## config.mk

```make
export PLATFORM = sky130hd
export DESIGN_NAME = gpio_edge_bank
export DESIGN_NICKNAME = d
export VERILOG_FILES = /design/src/rtl/gpio_bank_pkg.sv /design/src/rtl/gpio_sync.sv /design/src/rtl/gpio_edge_det.sv /design/src/rtl/gpio_bus_port.sv /design/src/rtl/gpio_regs.sv /design/src/rtl/gpio_edge_bank.sv
export SDC_FILE = /design/constraint.sdc
export NUM_CORES = 1
export LEC_CHECK = 0
export ABC_AREA = 1
export BUFFER_PORTS_ARGS = -buffer_cell sky130_fd_sc_hd__buf_4
export CAP_MARGIN = 20
export CORE_AREA = 5 5 212 163
export CTS_BUF_LIST = sky130_fd_sc_hd__clkbuf_2
export CTS_CLUSTER_DIAMETER = 100
export DETAILED_ROUTE_END_ITERATION = 7
export DIE_AREA = 0 0 217 168
export PLACE_DENSITY_LB_ADDON = 0.15
export SLEW_MARGIN = 20
export SYNTH_ARGS = -nofsm -noshare
export SYNTH_HDL_FRONTEND = slang
export SYNTH_SLANG_ARGS = --single-unit
```

## constraint.sdc

```tcl
create_clock -name clk -period 2.3 [get_ports clk]
set_input_delay 0.46 -clock clk [delete_from_list [all_inputs] [get_ports clk]]
set_output_delay 0.46 -clock clk [all_outputs]
set_load 0.02 [all_outputs]
```

## src/rtl/gpio_bank_pkg.sv

```systemverilog
package gpio_bank_pkg;

  localparam int ADDR_W = 6;
  localparam int SEL_W  = 4;

  // Word index of each register (byte address divided by four)
  typedef enum logic [SEL_W-1:0] {
    IDX_DIR  = 4'd0,
    IDX_OUT  = 4'd1,
    IDX_OSET = 4'd2,
    IDX_OCLR = 4'd3,
    IDX_IN   = 4'd4,
    IDX_RSET = 4'd5,
    IDX_RCLR = 4'd6,
    IDX_FSET = 4'd7,
    IDX_FCLR = 4'd8,
    IDX_STAT = 4'd9
  } reg_idx_e;

  localparam logic [SEL_W-1:0] SEL_NONE = 4'hF;

  typedef struct packed {
    logic dir;
    logic oset;
    logic oclr;
    logic rset;
    logic rclr;
    logic fset;
    logic fclr;
    logic sclr;
  } wr_hits_t;

  function automatic wr_hits_t decode_wr(input logic [SEL_W-1:0] sel);
    wr_hits_t h;
    h = '0;
    case (sel)
      IDX_DIR:  h.dir  = 1'b1;
      IDX_OSET: h.oset = 1'b1;
      IDX_OCLR: h.oclr = 1'b1;
      IDX_RSET: h.rset = 1'b1;
      IDX_RCLR: h.rclr = 1'b1;
      IDX_FSET: h.fset = 1'b1;
      IDX_FCLR: h.fclr = 1'b1;
      IDX_STAT: h.sclr = 1'b1;
      default:  h = '0;
    endcase
    return h;
  endfunction

endpackage

```

## src/rtl/gpio_sync.sv

```systemverilog
module gpio_sync #(
  parameter int W      = 32,
  parameter int STAGES = 2
) (
  input  logic         clk,
  input  logic         rst,
  input  logic [W-1:0] d_async,
  output logic [W-1:0] q_sync
);

  logic [W-1:0] stage_q [STAGES];

  for (genvar s = 0; s < STAGES; s++) begin : g_stage
    if (s == 0) begin : g_first
      always_ff @(posedge clk) begin
        if (rst) stage_q[s] <= '0;
        else     stage_q[s] <= d_async;
      end
    end else begin : g_next
      always_ff @(posedge clk) begin
        if (rst) stage_q[s] <= '0;
        else     stage_q[s] <= stage_q[s-1];
      end
    end
  end

  assign q_sync = stage_q[STAGES-1];

endmodule

```

## src/rtl/gpio_edge_det.sv

```systemverilog
module gpio_edge_det #(
  parameter int W = 32
) (
  input  logic         clk,
  input  logic         rst,
  input  logic [W-1:0] lvl,
  output logic [W-1:0] rise,
  output logic [W-1:0] fall
);

  logic [W-1:0] prev_q;

  always_ff @(posedge clk) begin
    if (rst) prev_q <= '0;
    else     prev_q <= lvl;
  end

  assign rise = lvl & ~prev_q;
  assign fall = ~lvl & prev_q;

  // A reported rise must correspond to a level that is high now and was low a cycle earlier
  assert_rise_is_change_R6: assert property (@(posedge clk) disable iff (rst)
    1'b1 |=> ((rise & $past(lvl)) == '0))
    else $error("rise reported on a pin that was already high");

endmodule

```

## src/rtl/gpio_bus_port.sv

```systemverilog
module gpio_bus_port
  import gpio_bank_pkg::*;
#(
  parameter int DW = 32
) (
  input  logic              clk,
  input  logic              rst,
  input  logic              req_valid,
  output logic              req_ready,
  input  logic              req_write,
  input  logic [ADDR_W-1:0] req_addr,
  input  logic [DW-1:0]     req_wdata,
  output logic              rsp_valid,
  input  logic              rsp_ready,
  output logic [DW-1:0]     rsp_data,
  output wr_hits_t          wr_hits,
  output logic [DW-1:0]     wr_data,
  output logic [SEL_W-1:0]  rd_sel,
  input  logic [DW-1:0]     rd_word
);

  logic              rsp_valid_q;
  logic [DW-1:0]     rsp_data_q;
  logic              accept;
  logic              aligned;
  logic [SEL_W-1:0]  sel;

  assign req_ready = !rsp_valid_q || rsp_ready;
  assign accept    = req_valid && req_ready;
  assign aligned   = (req_addr[1:0] == 2'b00);
  assign sel       = aligned ? req_addr[ADDR_W-1:2] : SEL_NONE;

  assign wr_hits = (accept && req_write) ? decode_wr(sel) : '0;
  assign wr_data = req_wdata;
  assign rd_sel  = sel;

  always_ff @(posedge clk) begin
    if (rst) begin
      rsp_valid_q <= 1'b0;
      rsp_data_q  <= '0;
    end else if (accept && !req_write) begin
      rsp_valid_q <= 1'b1;
      rsp_data_q  <= rd_word;
    end else if (rsp_ready) begin
      rsp_valid_q <= 1'b0;
    end
  end

  assign rsp_valid = rsp_valid_q;
  assign rsp_data  = rsp_data_q;

  assert_rsp_hold_R10: assert property (@(posedge clk) disable iff (rst)
    (rsp_valid && !rsp_ready) |=> (rsp_valid && $stable(rsp_data)))
    else $error("stalled response changed");

  assert_read_returns_R10: assert property (@(posedge clk) disable iff (rst)
    (req_valid && req_ready && !req_write) |=> rsp_valid)
    else $error("accepted read gave no response");

endmodule

```

## src/rtl/gpio_regs.sv

```systemverilog
module gpio_regs
  import gpio_bank_pkg::*;
#(
  parameter int W = 32
) (
  input  logic             clk,
  input  logic             rst,
  input  wr_hits_t         wr_hits,
  input  logic [W-1:0]     wr_data,
  input  logic [SEL_W-1:0] rd_sel,
  output logic [W-1:0]     rd_word,
  input  logic [W-1:0]     lvl,
  input  logic [W-1:0]     rise,
  input  logic [W-1:0]     fall,
  output logic [W-1:0]     pin_out,
  output logic [W-1:0]     pin_oe,
  output logic [1:0]       irq_half
);

  localparam int HALF = W / 2;

  logic [W-1:0] dir_q, out_q, ren_q, fen_q, stat_q;
  logic [W-1:0] set_o, clr_o, set_r, clr_r, set_f, clr_f, clr_s;
  logic [W-1:0] hits;

  assign set_o = wr_hits.oset ? wr_data : '0;
  assign clr_o = wr_hits.oclr ? wr_data : '0;
  assign set_r = wr_hits.rset ? wr_data : '0;
  assign clr_r = wr_hits.rclr ? wr_data : '0;
  assign set_f = wr_hits.fset ? wr_data : '0;
  assign clr_f = wr_hits.fclr ? wr_data : '0;
  assign clr_s = wr_hits.sclr ? wr_data : '0;

  assign hits = (rise & ren_q) | (fall & fen_q);

  always_ff @(posedge clk) begin
    if (rst) begin
      dir_q  <= '1;
      out_q  <= '0;
      ren_q  <= '0;
      fen_q  <= '0;
      stat_q <= '0;
    end else begin
      if (wr_hits.dir) dir_q <= wr_data;
      out_q  <= (out_q | set_o) & ~clr_o;
      ren_q  <= (ren_q | set_r) & ~clr_r;
      fen_q  <= (fen_q | set_f) & ~clr_f;
      // a fresh edge outranks a clear on the same bit
      stat_q <= (stat_q & ~clr_s) | hits;
    end
  end

  always_comb begin
    case (rd_sel)
      IDX_DIR:  rd_word = dir_q;
      IDX_OUT:  rd_word = out_q;
      IDX_OSET: rd_word = out_q;
      IDX_IN:   rd_word = lvl;
      IDX_RSET: rd_word = ren_q;
      IDX_FSET: rd_word = fen_q;
      IDX_STAT: rd_word = stat_q;
      default:  rd_word = '0;
    endcase
  end

  for (genvar h = 0; h < 2; h++) begin : g_half
    assign irq_half[h] = |stat_q[h*HALF +: HALF];
  end

  assign pin_out = out_q;
  assign pin_oe  = ~dir_q;

  assert_stat_sticky_R7: assert property (@(posedge clk) disable iff (rst)
    !wr_hits.sclr |=> ((stat_q & $past(stat_q)) == $past(stat_q)))
    else $error("status bit dropped without a clear write");

  assert_stat_needs_edge_R6: assert property (@(posedge clk) disable iff (rst)
    1'b1 |=> ((stat_q & ~$past(stat_q) & ~$past(rise | fall)) == '0))
    else $error("status bit set without any edge");

  assert_set_wins_R8: assert property (@(posedge clk) disable iff (rst)
    wr_hits.sclr |=> ((stat_q & $past((rise & ren_q) | (fall & fen_q))) == $past((rise & ren_q) | (fall & fen_q))))
    else $error("clear beat a simultaneous edge");

  assert_oset_R3: assert property (@(posedge clk) disable iff (rst)
    wr_hits.oset |=> ((pin_out & $past(wr_data)) == $past(wr_data)))
    else $error("set mask not applied to output latch");

  assert_oclr_R3: assert property (@(posedge clk) disable iff (rst)
    wr_hits.oclr |=> ((pin_out & $past(wr_data)) == '0))
    else $error("clear mask not applied to output latch");

endmodule

```

## src/rtl/gpio_edge_bank.sv

```systemverilog
module gpio_edge_bank
  import gpio_bank_pkg::*;
#(
  parameter int NPINS       = 32,
  parameter int SYNC_STAGES = 2
) (
  input  logic              clk,
  input  logic              rst,
  input  logic              req_valid,
  output logic              req_ready,
  input  logic              req_write,
  input  logic [ADDR_W-1:0] req_addr,
  input  logic [NPINS-1:0]  req_wdata,
  output logic              rsp_valid,
  input  logic              rsp_ready,
  output logic [NPINS-1:0]  rsp_data,
  input  logic [NPINS-1:0]  pin_in,
  output logic [NPINS-1:0]  pin_out,
  output logic [NPINS-1:0]  pin_oe,
  output logic              irq_lo,
  output logic              irq_hi
);

  wr_hits_t         wr_hits;
  logic [NPINS-1:0] wr_data;
  logic [SEL_W-1:0] rd_sel;
  logic [NPINS-1:0] rd_word;
  logic [NPINS-1:0] lvl, rise, fall;
  logic [1:0]       irq_half;

  gpio_bus_port #(.DW(NPINS)) u_port (
    .clk(clk), .rst(rst),
    .req_valid(req_valid), .req_ready(req_ready), .req_write(req_write),
    .req_addr(req_addr), .req_wdata(req_wdata),
    .rsp_valid(rsp_valid), .rsp_ready(rsp_ready), .rsp_data(rsp_data),
    .wr_hits(wr_hits), .wr_data(wr_data), .rd_sel(rd_sel), .rd_word(rd_word)
  );

  gpio_sync #(.W(NPINS), .STAGES(SYNC_STAGES)) u_sync (
    .clk(clk), .rst(rst), .d_async(pin_in), .q_sync(lvl)
  );

  gpio_edge_det #(.W(NPINS)) u_edge (
    .clk(clk), .rst(rst), .lvl(lvl), .rise(rise), .fall(fall)
  );

  gpio_regs #(.W(NPINS)) u_regs (
    .clk(clk), .rst(rst),
    .wr_hits(wr_hits), .wr_data(wr_data), .rd_sel(rd_sel), .rd_word(rd_word),
    .lvl(lvl), .rise(rise), .fall(fall),
    .pin_out(pin_out), .pin_oe(pin_oe), .irq_half(irq_half)
  );

  assign irq_lo = irq_half[0];
  assign irq_hi = irq_half[1];

  // A stalled response blocks every request, so no write may land
  assert_stall_blocks_write_R10: assert property (@(posedge clk) disable iff (rst)
    (rsp_valid && !rsp_ready) |=> $stable(pin_out) && $stable(pin_oe))
    else $error("register changed while response stalled");

endmodule

```

==> metrics list, run 1 <==
* Cts bufs inserted: 77
- The floorplan step defined a die boundary enclosing 0.0365 mm2.
* WHS: roughly 150 ps
- The die is 168 um tall.
- Register bit count reported by yosys: 289
- Maxcap violations: 0
* Max rail drop VDD: approximately 230 uV
- Entering global routing, the biggest net connects roughly 110 pins.
- Buffers added on ports: about 170
- Final Routed Wirelength: ~39000 um
* Total nets after synthesis: roughly 1800
- Of the total synthesized cell area, the portion taken by full adders, half adders and majority gates is 0%.
* Post-placement cell count: about 2200
- The first routing iteration left slightly above 1000 violations.
- Skew final: 79.5 ps
- The initial antenna violation count is 1.
* Setup TNS Final: -285 ps
* Global routing met1 resource utilization: a little under a third
* Worst path setup slack after routing: -152 ps
* Static Leakage: 7.29 nW
- The finished cells cover 0.0152 mm2.
* Simple-gate portion of the synthesized area: between 20 and 30%
- Multiplexer share of the synthesized area: 0%
- The final route contains between 10000 and 15000 vias.
- After the flow finishes, the layout carries non-filler instances totaling around 2400.
* Post-synthesis instance total: between 1500 and 2000
- The count of final max-slew check failures was 0.
* Violated checks: negative setup slack
* Via-to-Cell Ratio: approximately 4.8
- Top cells by area, synth: sky130_fd_sc_hd__dfxtp_1, sky130_fd_sc_hd__nor2_1, sky130_fd_sc_hd__nand2_1
* Setup Crit Path Kind: flip-flop to output pin
- STA puts the critical path data required time at approximately 1800 ps.
* Share of post-route cells with drive strength above 1: between 10% and 20%
- CTS placed an instance of sky130_fd_sc_hd__clkbuf_2 at the clock tree root.
* Nature of the critical path endpoint: output pin
- First-pass GRT wire length: roughly 62000 um
* CTS Buffer Depth: 3
* Initial Utilization: between 30% and 40%
- Relative to the synthesized area, the layout overhead comes to 29.3%.
* DRC errors left: 0
- Count of final hold-check violations: 0
- Area of the mapped netlist: around 0.012 mm2
* Site Rows: 57
- RSZ-0062 raised after global routing: true
- For this run, the number of Yosys warnings is 0.
- The synthesized design contains 0 enable-type register cells.
- The top cell type by area accounts for around 49% of the synthesized area.
- Syn avg cell area: 7.00 um2
* Share of flip-flops with an asynchronous set or reset: 0%
* Arrival time worst endpoint: 1990 ps
- Clock tree synthesis found a total of 289 sinks.
* Placed wire-length estimate: approximately 26000 um
- After synthesis, the largest family of logic cells by area is simple AND/OR/NAND/NOR gates.
* Grt peak-use layer: met1
* Launch point of the worst hold path: req_valid
- Pin placement for this block handled roughly 180 I/O pins.
* Gpl congestion: between 0.8 and 0.9
- Of all nets on the critical path, the largest fanout is 2.
- The design draws between 9 and 10 mW.
- Number of nets in the layout: 2047
- Nature of the critical path startpoint: flip-flop
- Dividing the final minimum period by the clock period gives 107%.
- Headroom to the max-slew limit: approximately 50%
- Number of setup violations in the final report: 2
- CTS built an H-tree with a depth of 3.
- Highest-count cells in the layout ignoring fill and taps: sky130_fd_sc_hd__nor2_1, sky130_fd_sc_hd__nand2_1, sky130_fd_sc_hd__dfxtp_1
- In this run, distinct cell masters in the synthesized netlist total 21.
- Counting I/O delays and the setup requirement, the final critical path takes roughly 2500 ps.
- Measured along the x axis, the die boundary spans between 200 and 250 um.
- Insertion delay of the later-clocked pin in the worst-skew pair: ~900 ps
- For this run, the register share of the synthesized area comes to approximately 50%.
* Start point of the critical path: u_regs.stat_q[19]
- In this run the power density over the cells is between 600 and 700 mW/mm2.
* Met3 global-route usage: under 10%
- The worst register-to-register path begins at u_port.rsp_valid.
* Dominant synthesized flop cell: sky130_fd_sc_hd__dfxtp_1
- Routed len/inst: roughly 16 um
* Post-synthesis xor/xnor area fraction: 0%
- At the pin with the least slew margin, the transition time is between 700 and 800 ps.
- In the global route stage, overall resource usage came out at a little over a fifth.
* Leading cell type in the layout, fill and taps excluded: sky130_fd_sc_hd__nor2_1
- Number of global-route vias before repair: roughly 11000
* Outcome: finished, violations left
- TritonCTS built the clock tree.
* Clock edge transition at the registers on the reported setup and hold paths: between 100 and 150 ps
* Synth Area in Compound Gates: 12.0%
- In this run the standard cell core region covers 0.0320 mm2.
- Hold/Removal Path Class: input pin to flip-flop
* Area after detailed placement: 0.0137 mm2
- M2 GR Usage: just over 30%
* Drt first pass iters: 5
- Global routing finished with a remaining overflow of 0.
- Static timing analysis puts the maximum clock frequency at 408 MHz.
- Largest area contributor in the synthesized netlist: sky130_fd_sc_hd__dfxtp_1
* DRT antenna net count: 0
[worst max-delay path: stages (launching register included)]
cell	delay (ps)
sky130_fd_sc_hd__dfxtp_2	340
sky130_fd_sc_hd__nor4_2	280
sky130_fd_sc_hd__buf_4	170
sky130_fd_sc_hd__nand4_1	160
sky130_fd_sc_hd__buf_6	180
[Yosys cell counts (8+ instances only)]
cell	n
sky130_fd_sc_hd__nor2_1	380
sky130_fd_sc_hd__nand2_1	372
sky130_fd_sc_hd__dfxtp_1	289
sky130_fd_sc_hd__inv_1	201
sky130_fd_sc_hd__nand3_1	91
sky130_fd_sc_hd__o22ai_1	84
sky130_fd_sc_hd__clkbuf_1	56
sky130_fd_sc_hd__o21ai_0	37
sky130_fd_sc_hd__a21oi_1	32
sky130_fd_sc_hd__a31oi_1	32
sky130_fd_sc_hd__o211ai_1	32
sky130_fd_sc_hd__buf_2	29
sky130_fd_sc_hd__o21ai_1	19
sky130_fd_sc_hd__nor4_1	8
[layer usage]
layer / wire length [um] / vias to the layer above
li1: - / 5939
met1: 19300 / 5403
met2: 16500 / 393
met3: 2990 / 51
met4: 721 / 0
met5: 0 / -
[cell type report]
cell class	instances	area [um2]
fill	3282	16800
clock buffer	115	576
tap	413	517
timing repair buffer	301	2550
clock inverter	12	71.3
sequential	289	5790
antenna	2	5.00
multi-input combinational	1098	4920
inverter	205	769
[cells by family (layout without fill, tap and decap cells)]
| group | count (synthesis) | count (layout) |
|---|---|---|
| AOI/OAI and AO/OA | 237 | 237 |
| buffers and inverters | 292 | 633 |
| other | 0 | 2 |
| DFF | 289 | 289 |
| and+or+nand+nor | 861 | 861 |
[path summary, 6_finish.rpt]
kind	endpoint	slack [ps]	cells past startpoint
worst min-delay path	u_port.rsp_data[0]	150	6
worst max register to register	u_regs.pin_out[9]	480	8
worst min register to register	u_sync.stage_q[1][0]	360	2
worst max-delay path	irq_hi	-150	4
[report_power, final]
part           internal (mW)  switching [mW]  total [mW]
logic                  0.256           0.369       0.625
clock network           1.41            2.11        3.53
registers               5.08          0.0356        5.11
[registers in the layout, summed over array words and instances (netlist names)]
register / cells
u_regs.stat_q: 32
u_regs.ren_q: 32
u_edge.prev_q: 32
u_port.rsp_data: 32
u_sync.stage_q: 64
u_regs.dir_q: 32
u_regs.fen_q: 32
u_regs.pin_out: 32
u_port.rsp_valid: 1
[metrics by stage]
stage / util (%) / setup slack, ps
global placement: 42.6 / 107
finish: 47.5 / -152
floorplan: - / 555
detailed placement: 42.6 / 94.3
global route: 47.5 / -287
CTS: 47.4 / -324
[what timing repair did]
action,4_1_cts,5_1_grt
pin swaps,1,4
gates resized for setup,8,6
hold buffers,82,0
hold endpoints to repair,203,0
setup endpoints to repair,2,2
setup buffers,0,1
No activity file was read; power rests on OpenSTA's default activity.
==> inputs of run 2 (changes only) <==
--- a/config.mk
+++ b/config.mk
@@ -8,12 +8,13 @@
 export ABC_AREA = 1
 export BUFFER_PORTS_ARGS = -buffer_cell sky130_fd_sc_hd__buf_4
 export CAP_MARGIN = 20
-export CORE_AREA = 5 5 212 163
+export CORE_AREA = 2 2 209 160
 export CTS_BUF_LIST = sky130_fd_sc_hd__clkbuf_2
 export CTS_CLUSTER_DIAMETER = 100
 export DETAILED_ROUTE_END_ITERATION = 7
-export DIE_AREA = 0 0 217 168
+export DIE_AREA = 0 0 211 162
 export PLACE_DENSITY_LB_ADDON = 0.15
+export REMOVE_ABC_BUFFERS = 1
 export SLEW_MARGIN = 20
 export SYNTH_ARGS = -nofsm -noshare
 export SYNTH_HDL_FRONTEND = slang
==> metrics list, run 2 (synthesis gave the netlist of run 1 again) <==
- Maxcap violations: 0 (unchanged)
* WHS: 89.4 ps (-65.4 ps)
- STA classifies the critical path startpoint as a flip-flop.
- The post-CTS setup repair buffer count came to 0 (unchanged).
* First-pass GRT wire length: 58400 um (-5.1%)
- The total I/O pin count is 175 (unchanged).
* Number of clock sinks: 289 (unchanged)
- H-tree depth reported by CTS: 3 (unchanged)
* Fillers: 3306 (+0.73%)
- Share of post-route cells with drive strength above 1: 18.3% (+0.24 points)
- The total placed cells including tap cells is 2225 (+0.090%).
- The signal on the critical path passes through nor4_4 > nand4_1 > buf_4.
- The initial core utilization came to 36.7% (unchanged).
- Largest net degree at the start of global routing: 62 (-45%)
- The detailed-route wire length per cell came to 15.3 um (-5.4%).
* Power density relative to cell area: 601 mW/mm2 (-1.4%)
* Maximum clock frequency: 406 MHz (-0.35%)
- Chip Height: 162 um (-3.6%)
- Die Width: 211 um (-2.8%)
- The number of iterations in the first detailed-routing pass was 5 (unchanged).
* Outcome: finished, violations left
* Count of final hold-check violations: 0 (unchanged)
- The count of port buffers added during placement is 174 (unchanged).
* Worst setup timing slack at the placement stage: 238 ps (+144 ps)
- The CTS clock-pin slew for the worst setup and hold paths is 100 ps (about the same).
* Total power: 9.07 mW (-2.1%)
- The die outline area came to 0.0342 mm2 (-6.2%).
* Overall via count from detail_route: 11500 (-2.8%)
- The sum of buffers and inverters on the critical path is 1 (-1).
- Highest-count cells in the layout ignoring fill and taps: sky130_fd_sc_hd__nor2_1, sky130_fd_sc_hd__nand2_1, sky130_fd_sc_hd__dfxtp_1
- The final layout net count came to 2033 (-0.68%).
* Number of flip-flops under the largest register name: 64 (unchanged)
* Number of global-route vias before repair: 11000 (-0.33%)
* Required time of the critical path: 1840 ps (about the same)
* Static Leakage: 7.23 nW (-0.93%)
* RSZ-0062 raised after global routing: true
- The maximum root-to-sink buffer count came to 3 (unchanged).
- The maximum cell stage delay along the critical path came to 360 ps (+20 ps).
* Largest Register: u_sync.stage_q
* Max rail drop VDD: 255 uV (+9.3%)
* Site Rows: 57 (unchanged)
* Via-to-Cell Ratio: 4.74 (-2.1%)
- Number of setup violations in the final report: 2 (unchanged)
- The initial antenna violation count was 1 (unchanged).
* Nature of the critical path endpoint: output pin
- Initial drt markers: 628 (-38%)
- Largest delay share family, worst path: simple AND/OR/NAND/NOR gates
* Crit path max fanout: 3 (+1)
- Slew of the pin with the lowest slew margin: 539 ps (-208 ps)
* Gpl congestion: 0.840 (+0.72%)
* Worst path setup slack after routing: -160 ps (-8.67 ps)
* Hold/Removal Path Class: input pin to flip-flop
* Setup Crit Path Kind: flip-flop to output pin
- Final critical delay including setup and external delays: 2460 ps (+8.67 ps)
- The maximum clock skew at final layout is 44.1 ps (-35.4 ps).
- The summed negative setup slack over all endpoints was -258 ps (+27.6 ps).
- The filler-free cell count of the finished design came to 2418 (-0.70%).
- Placeable core region: 0.0320 mm2 (unchanged)
* Insertion delay of the later-clocked pin in the worst-skew pair: 860 ps (-40 ps)
- DRT antenna net count: 0 (unchanged)
- The worst path arrival time was 2000 ps (about the same).
- Root buffer selected by CTS: sky130_fd_sc_hd__clkbuf_2
- Slew Limit Fails: 0 (unchanged)
- Cts bufs inserted: 74 (-3.9%)
* Leading cell type in the layout, fill and taps excluded: sky130_fd_sc_hd__nor2_1
- TritonCTS built the clock tree.
- DRC errors left: 0 (unchanged)
- The remaining global-route overflow is 0 (unchanged).
- Placed wire-length estimate: 24100 um (-8.4%)
- Slowest cell on crit path: sky130_fd_sc_hd__dfxtp_2
- The final reports fail on negative setup slack.
- Period Utilization, post-route: 107% (+0.38 points)
- The overall fraction of global-route tracks in use was 21.7% (+0.62 points).
- Final Routed Wirelength: 37100 um (-6.0%)
- The worst relative slew slack came to 64.1% (+14 points).
* Area added between synthesis and finish: 28.3%
run 2: cell types whose count changed in the layout (fill, tap and decap cells not counted), sizes merged:
| cell | change |
|---|---|
| clkbuf | -3 |
| clkinv | -1 |
| dlygate4sd3 | -12 |
| bufinv | -1 |
| buf | +1 |
| diode | -1 |
run 2: final cells by class:
type	count	area, um2	share of cell area (%)
sequential	289	5790	38.4
multi-input combinational	1098	4950	32.8
timing repair buffer	290	2460	16.3
inverter	205	769	5.10
clock buffer	112	561	3.71
tap	413	517	3.42
clock inverter	10	38.8	0.257
antenna	1	2.50	0.0166
run 2: what timing repair did:
item	in CTS	in global routing
endpoints found under the setup margin	2	2
gates resized for setup	10	6
pin swaps	4	5
hold endpoints to repair	184	0
hold buffers	70	0
run 2: worst paths after layout:
| kind | startpoint | endpoint | slack [ps] | cells past startpoint |
|---|---|---|---|---|
| worst min register to register | u_sync.stage_q[0][31] | u_sync.stage_q[1][31] | 390 | 2 |
| worst max register to register | u_port.rsp_valid | u_regs.ren_q[22] | 480 | 7 |
| worst min-delay path | req_write | u_port.rsp_data[27] | 90 | 5 |
| worst max-delay path | u_regs.stat_q[27] | irq_hi | -160 | 3 |
run 2: power breakdown:
group / total, mW / switching, mW / internal (mW)
Combinational: 0.614 / 0.363 / 0.251
Clock: 3.35 / 2.08 / 1.26
Sequential: 5.11 / 0.0297 / 5.08
Total: 9.07 / 2.47 / 6.59
run 2: worst reg2reg max path, cell delays in order, from the launching register on:
cell and delay, ps:
sky130_fd_sc_hd__dfxtp_1 330, sky130_fd_sc_hd__nand2_1 140, sky130_fd_sc_hd__nand3_1 260, sky130_fd_sc_hd__nor2_1 250, sky130_fd_sc_hd__nand3_2 80, sky130_fd_sc_hd__buf_4 300, sky130_fd_sc_hd__o22ai_1 250, sky130_fd_sc_hd__nor2_1 60
run 2: layer usage:
layer / vias to the layer above / share of wire [%] / GRT usage [%]
met5: - / 0 / 0
met4: 0 / 2.3 / 8.26
met3: 62 / 5.4 / 4.16
met2: 310 / 45 / 34.8
met1: 5165 / 47 / 28.9
li1: 5917 / - / -
run 2: stage by stage:
stage | cell area (um2) | utilization [%]
after floorplan | 11400 | -
after global placement | 13700 | 42.8
after detailed placement | 13700 | 42.8
after CTS | 15100 | 47.0
after global routing | 15100 | 47.1
final | 15100 | 47.1
